`src/rtl/demod_router_pkg.sv`:
```
package demod_router_pkg;
  typedef enum logic {ST_HDR = 1'b0, ST_DATA = 1'b1} frame_st_t;
endpackage

```
`src/rtl/rate_decoder.sv`:
```
module rate_decoder #(
  parameter int CODE_W  = 4,
  parameter int N_DATA  = 4,
  localparam int NPATH  = N_DATA + 1
) (
  input  logic [CODE_W-1:0] code,
  output logic [NPATH-1:0]  hot,
  output logic              ok
);
  // Two consecutive codes share one data path; path index = code/2 + 1.
  assign ok = (32'(code) < 2 * N_DATA);
  assign hot[0] = 1'b0;
  for (genvar p = 1; p < NPATH; p++) begin : g_path
    assign hot[p] = ok && ((32'(code) >> 1) == (p - 1));
  end
endmodule

```
`src/rtl/frame_ctrl.sv`:
```
module frame_ctrl
  import demod_router_pkg::*;
#(
  parameter int CODE_W = 4,
  parameter int N_DATA = 4,
  localparam int NPATH = N_DATA + 1
) (
  input  logic              clk,
  input  logic              srst_n,
  input  logic [CODE_W-1:0] rate_code,
  input  logic              hdr_done,
  input  logic              frame_end,
  output logic [NPATH-1:0]  route_sel,
  output logic [NPATH-1:0]  path_rst,
  output logic              rate_err
);
  frame_st_t         st_q, st_d;
  logic [CODE_W-1:0] rate_q;
  logic              load_en;
  logic              err_q, err_d;
  logic [NPATH-1:0]  rst_q, rst_d;
  logic [NPATH-1:0]  hot_in, hot_q;
  logic              ok_in, ok_q;

  rate_decoder #(.CODE_W(CODE_W), .N_DATA(N_DATA)) u_dec_in (
    .code(rate_code), .hot(hot_in), .ok(ok_in));
  rate_decoder #(.CODE_W(CODE_W), .N_DATA(N_DATA)) u_dec_q (
    .code(rate_q), .hot(hot_q), .ok(ok_q));

  always_comb begin
    st_d    = st_q;
    err_d   = err_q;
    rst_d   = '0;
    load_en = 1'b0;
    if (frame_end) begin
      st_d     = ST_HDR;
      err_d    = 1'b0;
      rst_d[0] = 1'b1;
      if (st_q == ST_DATA) rst_d = rst_d | hot_q;
    end else if (hdr_done && st_q == ST_HDR) begin
      st_d    = ST_DATA;
      load_en = 1'b1;
      err_d   = !ok_in;
    end
  end

  always_ff @(posedge clk or negedge srst_n) begin
    if (!srst_n) begin
      st_q  <= ST_HDR;
      err_q <= 1'b0;
      rst_q <= '0;
    end else begin
      st_q  <= st_d;
      err_q <= err_d;
      rst_q <= rst_d;
    end
  end

  always_ff @(posedge clk or negedge srst_n) begin
    if (!srst_n)      rate_q <= '0;
    else if (load_en) rate_q <= rate_code;
  end

  assign route_sel = (st_q == ST_HDR) ? NPATH'(1) : hot_q;
  assign path_rst  = rst_q;
  assign rate_err  = err_q;

  p_rate_hold_r4: assert property (@(posedge clk) disable iff (!srst_n)
    (st_q == ST_DATA && $past(st_q == ST_DATA)) |-> $stable(rate_q));
  p_rst_hdr_bit_r5: assert property (@(posedge clk) disable iff (!srst_n)
    frame_end |=> path_rst[0]);
  p_rst_count_r5: assert property (@(posedge clk) disable iff (!srst_n)
    $countones(path_rst) <= 2);
  p_err_clear_r8: assert property (@(posedge clk) disable iff (!srst_n)
    frame_end |=> !rate_err);
endmodule

```
`src/rtl/stream_steer.sv`:
```
module stream_steer #(
  parameter int NPATH  = 5,
  parameter int DATA_W = 32
) (
  input  logic [NPATH-1:0]  route_sel,
  input  logic              in_valid,
  input  logic [DATA_W-1:0] in_data,
  output logic              in_ready,
  output logic [NPATH-1:0]  out_valid,
  input  logic [NPATH-1:0]  out_ready,
  output logic [DATA_W-1:0] out_data
);
  for (genvar p = 0; p < NPATH; p++) begin : g_out
    assign out_valid[p] = in_valid && route_sel[p];
  end
  assign in_ready = |(route_sel & out_ready);
  assign out_data = in_data;

  always_comb begin
    p_one_valid_r3: assert ($onehot0(out_valid));
    if (in_valid && in_ready)
      p_one_taker_r3: assert ($countones(out_valid & out_ready) == 1);
  end
endmodule

```
`src/rtl/demod_path_router.sv`:
```
module demod_path_router #(
  parameter int DATA_W = 32,
  parameter int CODE_W = 4,
  parameter int N_DATA = 4,
  localparam int NPATH = N_DATA + 1
) (
  input  logic              clk,
  input  logic              rst_n,
  input  logic              in_valid,
  input  logic [DATA_W-1:0] in_data,
  output logic              in_ready,
  output logic [NPATH-1:0]  out_valid,
  input  logic [NPATH-1:0]  out_ready,
  output logic [DATA_W-1:0] out_data,
  input  logic [CODE_W-1:0] rate_code,
  input  logic              hdr_done,
  input  logic              frame_end,
  output logic [NPATH-1:0]  path_rst,
  output logic              rate_err
);
  logic [1:0]       rst_sync;
  logic             srst_n;
  logic [NPATH-1:0] route_sel;

  always_ff @(posedge clk or negedge rst_n) begin
    if (!rst_n) rst_sync <= 2'b00;
    else        rst_sync <= {rst_sync[0], 1'b1};
  end
  assign srst_n = rst_sync[1];

  frame_ctrl #(.CODE_W(CODE_W), .N_DATA(N_DATA)) u_ctrl (
    .clk(clk), .srst_n(srst_n), .rate_code(rate_code), .hdr_done(hdr_done),
    .frame_end(frame_end), .route_sel(route_sel), .path_rst(path_rst),
    .rate_err(rate_err));

  stream_steer #(.NPATH(NPATH), .DATA_W(DATA_W)) u_steer (
    .route_sel(route_sel), .in_valid(in_valid), .in_data(in_data),
    .in_ready(in_ready), .out_valid(out_valid), .out_ready(out_ready),
    .out_data(out_data));

  p_err_blocks_r7: assert property (@(posedge clk) disable iff (!srst_n)
    rate_err |-> (!in_ready && out_valid == '0));
  p_end_to_hdr_r8: assert property (@(posedge clk) disable iff (!srst_n)
    frame_end |=> (in_valid == out_valid[0]));
endmodule

```
`config.mk`:
```
export PLATFORM = sky130hd
export DESIGN_NAME = demod_path_router
export DESIGN_NICKNAME = d
export VERILOG_FILES = /design/src/rtl/demod_router_pkg.sv /design/src/rtl/rate_decoder.sv /design/src/rtl/frame_ctrl.sv /design/src/rtl/stream_steer.sv /design/src/rtl/demod_path_router.sv
export SDC_FILE = /design/constraint.sdc
export NUM_CORES = 1
export LEC_CHECK = 0
export ABC_AREA = 1
export BUFFER_PORTS_ARGS = -buffer_cell sky130_fd_sc_hd__buf_2
export CAP_MARGIN = 25
export CORE_ASPECT_RATIO = 1.75
export CORE_MARGIN = 5
export CORE_UTILIZATION = 33
export CTS_BUF_LIST = sky130_fd_sc_hd__clkbuf_16
export DETAILED_ROUTE_END_ITERATION = 10
export PLACE_DENSITY = 0.76
export SLEW_MARGIN = 10
export SYNTH_ARGS = -nofsm -noshare
export SYNTH_HDL_FRONTEND = slang
export SYNTH_SLANG_ARGS = --single-unit
```
`constraint.sdc`:
```
create_clock -name clk -period 0.9 [get_ports clk]
set_input_delay 0 -clock clk [delete_from_list [all_inputs] [get_ports clk]]
set_output_delay 0 -clock clk [all_outputs]
set_load 0.05 [all_outputs]
```
==> run_summary.xml <==
<?xml version="1.0" encoding="UTF-8"?>
<metrics>
  <group name="worst_setup_path">
    <metric name="cp_data_arrival_time" unit="ps">1280</metric>
    <metric name="critical_path.n_buffers_inverters" unit="">1</metric>
    <metric name="path_cells" unit="">nor2_8 &gt; nand2_4 &gt; nor2_4 &gt; nor2_2 &gt; nand2_2 &gt; buf_8</metric>
    <metric name="regToRegStartpoint" unit="">u_ctrl.st_q</metric>
    <metric name="endpoint_kind" unit="">output pin</metric>
    <metric name="worstPathMaxFanout" unit="">5</metric>
    <metric name="cp_slowest_cell" unit="">sky130_fd_sc_hd__dfrtp_2</metric>
    <metric name="crit_start" unit="">u_ctrl.rate_q[3]</metric>
    <metric name="worst-endpoint-required" unit="ps">900</metric>
    <metric name="timing_worst_setup_path_type" unit="">reg2out</metric>
    <metric name="critPathMaxStageDelay" unit="ps">450</metric>
    <metric name="critical_path.top_delay_family" unit="">flip-flops</metric>
    <metric name="worst-r2r-setup-slack" unit="ps">-320</metric>
    <metric name="worstSetupStartpointType" unit="">flip-flop</metric>
  </group>
  <group name="placed_design">
    <metric name="port-buffer-count" unit="">24</metric>
    <metric name="gpl_wtd_cong" unit="">0.720</metric>
    <metric name="postPlaceCellArea" unit="um2">769</metric>
    <metric name="placed_cells_incl_taps" unit="">114</metric>
    <metric name="post-dp-hpwl" unit="um">1160</metric>
    <metric name="pre_cts_slack" unit="ps">-211</metric>
  </group>
  <group name="layout">
    <metric name="layout.nets" unit="">145</metric>
    <metric name="stdcell_count" unit="">123</metric>
    <metric name="finalInstanceArea" unit="um2">1000</metric>
    <metric name="synthToLayoutAreaGrowth" unit="%">28.6</metric>
    <metric name="proportion_of_layout_cells_with_a_drive_suffix_above_1" unit="">0.622</metric>
    <metric name="diodes_inserted" unit="">0</metric>
  </group>
  <group name="floorplanning">
    <metric name="initial_utilization" unit="">0.343</metric>
    <metric name="design.die.area" unit="um2">3470</metric>
    <metric name="boundaryPins" unit="">90</metric>
    <metric name="dieHeight" unit="um">74.3</metric>
    <metric name="die_w" unit="um">46.7</metric>
    <metric name="floorplan.rows" unit="">23</metric>
    <metric name="core-area" unit="um2">2270</metric>
  </group>
  <group name="yosys">
    <metric name="syn_nets" unit="">138</metric>
    <metric name="synthMuxAreaShare" unit="">0</metric>
    <metric name="yosys_register_bits" unit="">12</metric>
    <metric name="synth_top_area_share" unit="">0.385</metric>
    <metric name="synthTopCellsByArea" unit="">sky130_fd_sc_hd__dfrtp_1 (39%), sky130_fd_sc_hd__buf_4 (31%), sky130_fd_sc_hd__nor2_1 (7.2%)</metric>
    <metric name="yosys_warnings" unit="">0</metric>
    <metric name="avgSynthCellArea" unit="um2">8.47</metric>
    <metric name="synth_top_family_by_area" unit="">buffers and inverters</metric>
    <metric name="synth_compound_gate_area_share" unit="">0.0321</metric>
    <metric name="synth-xor-area-share" unit="">0</metric>
    <metric name="yosys.area_share.simple" unit="">0.231</metric>
    <metric name="netlist_area" unit="um2">779</metric>
    <metric name="syn_inst" unit="">92</metric>
    <metric name="synth_largest_area_cell" unit="">sky130_fd_sc_hd__dfrtp_1</metric>
    <metric name="synth-seq-area-share" unit="">0.385</metric>
    <metric name="yosys.area_share.adder" unit="">0</metric>
    <metric name="synth.lib_cells_used.distinct" unit="">15</metric>
  </group>
  <group name="route">
    <metric name="wl_met2" unit="um">714</metric>
    <metric name="detailed_routing_iteration_count_for_the_pre_antenna_repair_pass" unit="">4</metric>
    <metric name="drt_drc_violations_left" unit="">0</metric>
    <metric name="drt-initial-drc-count" unit="">8</metric>
    <metric name="routedLengthMet1" unit="um">417</metric>
    <metric name="detail_route.wirelength" unit="um">1490</metric>
    <metric name="vias_per_cell" unit="">4.45</metric>
    <metric name="avgRoutedWirePerCell" unit="um">12.1</metric>
    <metric name="routed-wl-met3" unit="um">183</metric>
    <metric name="ant_nets" unit="">0</metric>
    <metric name="dr_total_vias" unit="">547</metric>
    <metric name="topRoutingLayerUsed" unit="">met4</metric>
  </group>
  <group name="grt">
    <metric name="maximum_number_of_pins_on_one_net_before_global_route_repair" unit="">11</metric>
    <metric name="grt_usage" unit="">0.0954</metric>
    <metric name="number_of_antenna_violations_at_the_first_check_in_global_routing" unit="">0</metric>
    <metric name="grt_remaining_overflow" unit="">0</metric>
    <metric name="wire_length_of_the_first_global_routing_pass" unit="um">2220</metric>
    <metric name="number_of_global_route_vias_before_repair" unit="">566</metric>
  </group>
  <group name="sta">
    <metric name="tmin_final" unit="ps">1280</metric>
    <metric name="fin_clk_skew" unit="ps">1.99</metric>
    <metric name="maxSlewViolCount" unit="">0</metric>
    <metric name="fin_hold_ws" unit="ps">0.0193</metric>
    <metric name="post-route-worst-setup-slack" unit="ps">-376</metric>
    <metric name="hold_viol" unit="">0</metric>
    <metric name="setup_viol" unit="">14</metric>
    <metric name="fmax" unit="GHz">0.783</metric>
    <metric name="min_period_over_period" unit="">1.42</metric>
    <metric name="grt_setup_unrepaired" unit="">true</metric>
  </group>
  <group name="hold_path">
    <metric name="min-delay-start" unit="">in_data[1]</metric>
    <metric name="min_path_type" unit="">in2out</metric>
  </group>
  <group name="flow_run">
    <metric name="max_cap_viol_count" unit="">0</metric>
  </group>
  <group name="power_and_ir_drop">
    <metric name="leakage" unit="nW">0.504</metric>
    <metric name="power.density_cell_area" unit="nW/um2">1900</metric>
    <metric name="max-vdd-ir-drop" unit="mV">1.06</metric>
  </group>
  <group name="cts">
    <metric name="cts_root_buffer" unit="">sky130_fd_sc_hd__clkbuf_16</metric>
    <metric name="htree_levels" unit="">1</metric>
    <metric name="clkTransAtPathRegs" unit="ps">40</metric>
    <metric name="clock_sink_count" unit="">12</metric>
    <metric name="tritoncts" unit="">yes</metric>
    <metric name="cts_made_buffers" unit="">3</metric>
    <metric name="worstSkewPairLatency" unit="ps">240</metric>
    <metric name="cts_buffer_depth" unit="">2</metric>
  </group>
  <group name="outcome">
    <metric name="violated_checks" unit="">setup timing</metric>
    <metric name="outcome" unit="">finished, violations left</metric>
  </group>
</metrics>
==> path summary, 6_finish.rpt <==
check / end / cells after the start
max in group asynchronous: u_ctrl.rate_q[3] / 0
worst max-delay path: in_ready / 6
worst min register to register: u_ctrl.path_rst[3] / 0
min in group asynchronous: rst_sync[0] / 2
worst max register to register: u_ctrl.rate_q[3] / 7
worst min-delay path: out_data[1] / 0
==> through the flow <==
step	util	total power, mW	setup TNS, ps
after detailed placement	0.338	0.992	-1370
after CTS	0.409	1.88	-2650
after global placement	0.338	0.983	-1150
final	0.441	1.90	-3330
after global routing	0.441	2.00	-4290
after floorplan	-	1.25	-397
==> synth_stat cells <==
library cell               n
sky130_fd_sc_hd__a21oi_1   3
sky130_fd_sc_hd__nor2_8    1
sky130_fd_sc_hd__conb_1    1
sky130_fd_sc_hd__nand3_4   1
sky130_fd_sc_hd__nand2_4   1
sky130_fd_sc_hd__o21ai_0   2
sky130_fd_sc_hd__nand3_1   3
sky130_fd_sc_hd__buf_4    32
sky130_fd_sc_hd__nand3_2   1
sky130_fd_sc_hd__inv_2     1
sky130_fd_sc_hd__inv_1     7
sky130_fd_sc_hd__nand2_1  10
sky130_fd_sc_hd__nor2_1   15
sky130_fd_sc_hd__dfrtp_1  12
sky130_fd_sc_hd__nor2_2    2
==> flip-flops by register name, summed over array words and instances, names as in the netlist <==
name and cells:
u_ctrl.rate_q 3, u_ctrl.st_q 1, u_ctrl.path_rst 5, rst_sync 2, u_ctrl.rate_err 1
==> placed cells by master, fill, tap and decap left out <==
cell type	synthesis	final
sky130_fd_sc_hd__nor2_4	0	9
sky130_fd_sc_hd__clkbuf_16	0	3
sky130_fd_sc_hd__nor2_2	2	4
sky130_fd_sc_hd__o21ai_2	0	1
sky130_fd_sc_hd__o21ai_0	2	1
sky130_fd_sc_hd__nand3_4	1	1
sky130_fd_sc_hd__inv_4	0	1
sky130_fd_sc_hd__buf_2	0	18
sky130_fd_sc_hd__dfrtp_2	0	1
sky130_fd_sc_hd__nand3_2	1	1
sky130_fd_sc_hd__nand2_2	0	2
sky130_fd_sc_hd__a21oi_2	0	2
sky130_fd_sc_hd__clkinv_1	0	1
sky130_fd_sc_hd__buf_8	0	1
sky130_fd_sc_hd__a21oi_1	3	1
sky130_fd_sc_hd__conb_1	1	1
sky130_fd_sc_hd__inv_1	7	6
sky130_fd_sc_hd__dlygate4sd3_1	0	2
sky130_fd_sc_hd__buf_6	0	8
sky130_fd_sc_hd__nor2_8	1	1
sky130_fd_sc_hd__inv_2	1	1
sky130_fd_sc_hd__nand2_1	10	7
sky130_fd_sc_hd__dfrtp_1	12	11
sky130_fd_sc_hd__nor2_1	15	4
sky130_fd_sc_hd__buf_4	32	5
sky130_fd_sc_hd__nand2_4	1	2
sky130_fd_sc_hd__nand3_1	3	3
==> kinds of logic (layout without fill, tap and decap cells) <==
kind of cell	Yosys count	after routing
other	1	1
AND/OR/NAND/NOR	34	34
flip-flops	12	12
AO/OA/AOI/OAI	5	5
buffers and inverters	40	46
==> per-layer routing <==
layer  GRT usage  vias up
met5           0        -
met4       0.132        0
met3      0.0266       25
met2       0.149       31
met1      0.0765      234
li1            -      257
==> worst reg2reg max path: stages (launching register included) <==
cell and delay (ps):
sky130_fd_sc_hd__dfrtp_1 410, sky130_fd_sc_hd__inv_4 100, sky130_fd_sc_hd__buf_4 110, sky130_fd_sc_hd__buf_6 80, sky130_fd_sc_hd__buf_6 100, sky130_fd_sc_hd__nand3_4 120
sky130_fd_sc_hd__nand2_1 100, sky130_fd_sc_hd__o21ai_0 70
==> what timing repair did <==
| action | CTS | global route |
|---|---|---|
| setup buffers | 1 | 2 |
| hold buffers | 2 | 0 |
| pin swaps | 3 | 5 |
| resized for setup | 19 | 15 |
| endpoints found under the setup margin | 12 | 15 |
| hold endpoints to repair | 4 | 0 |
==> power breakdown <==
group          internal, mW  switching, mW  total, mW
clock network         0.585          0.231      0.815
logic                 0.185          0.261      0.446
registers             0.585         0.0550      0.640
==> layout make-up <==
class                           count  area [um2]
Clock inverter                      1        3.75
Clock buffer                        3        75.1
Tap cell                           25        31.3
Fill cell                         235        1270
Sequential cell                    12         302
Timing Repair Buffer               34         253
Inverter                            8        32.5
Multi-Input combinational cell     40         305
Power figures use the tool's default switching activity.
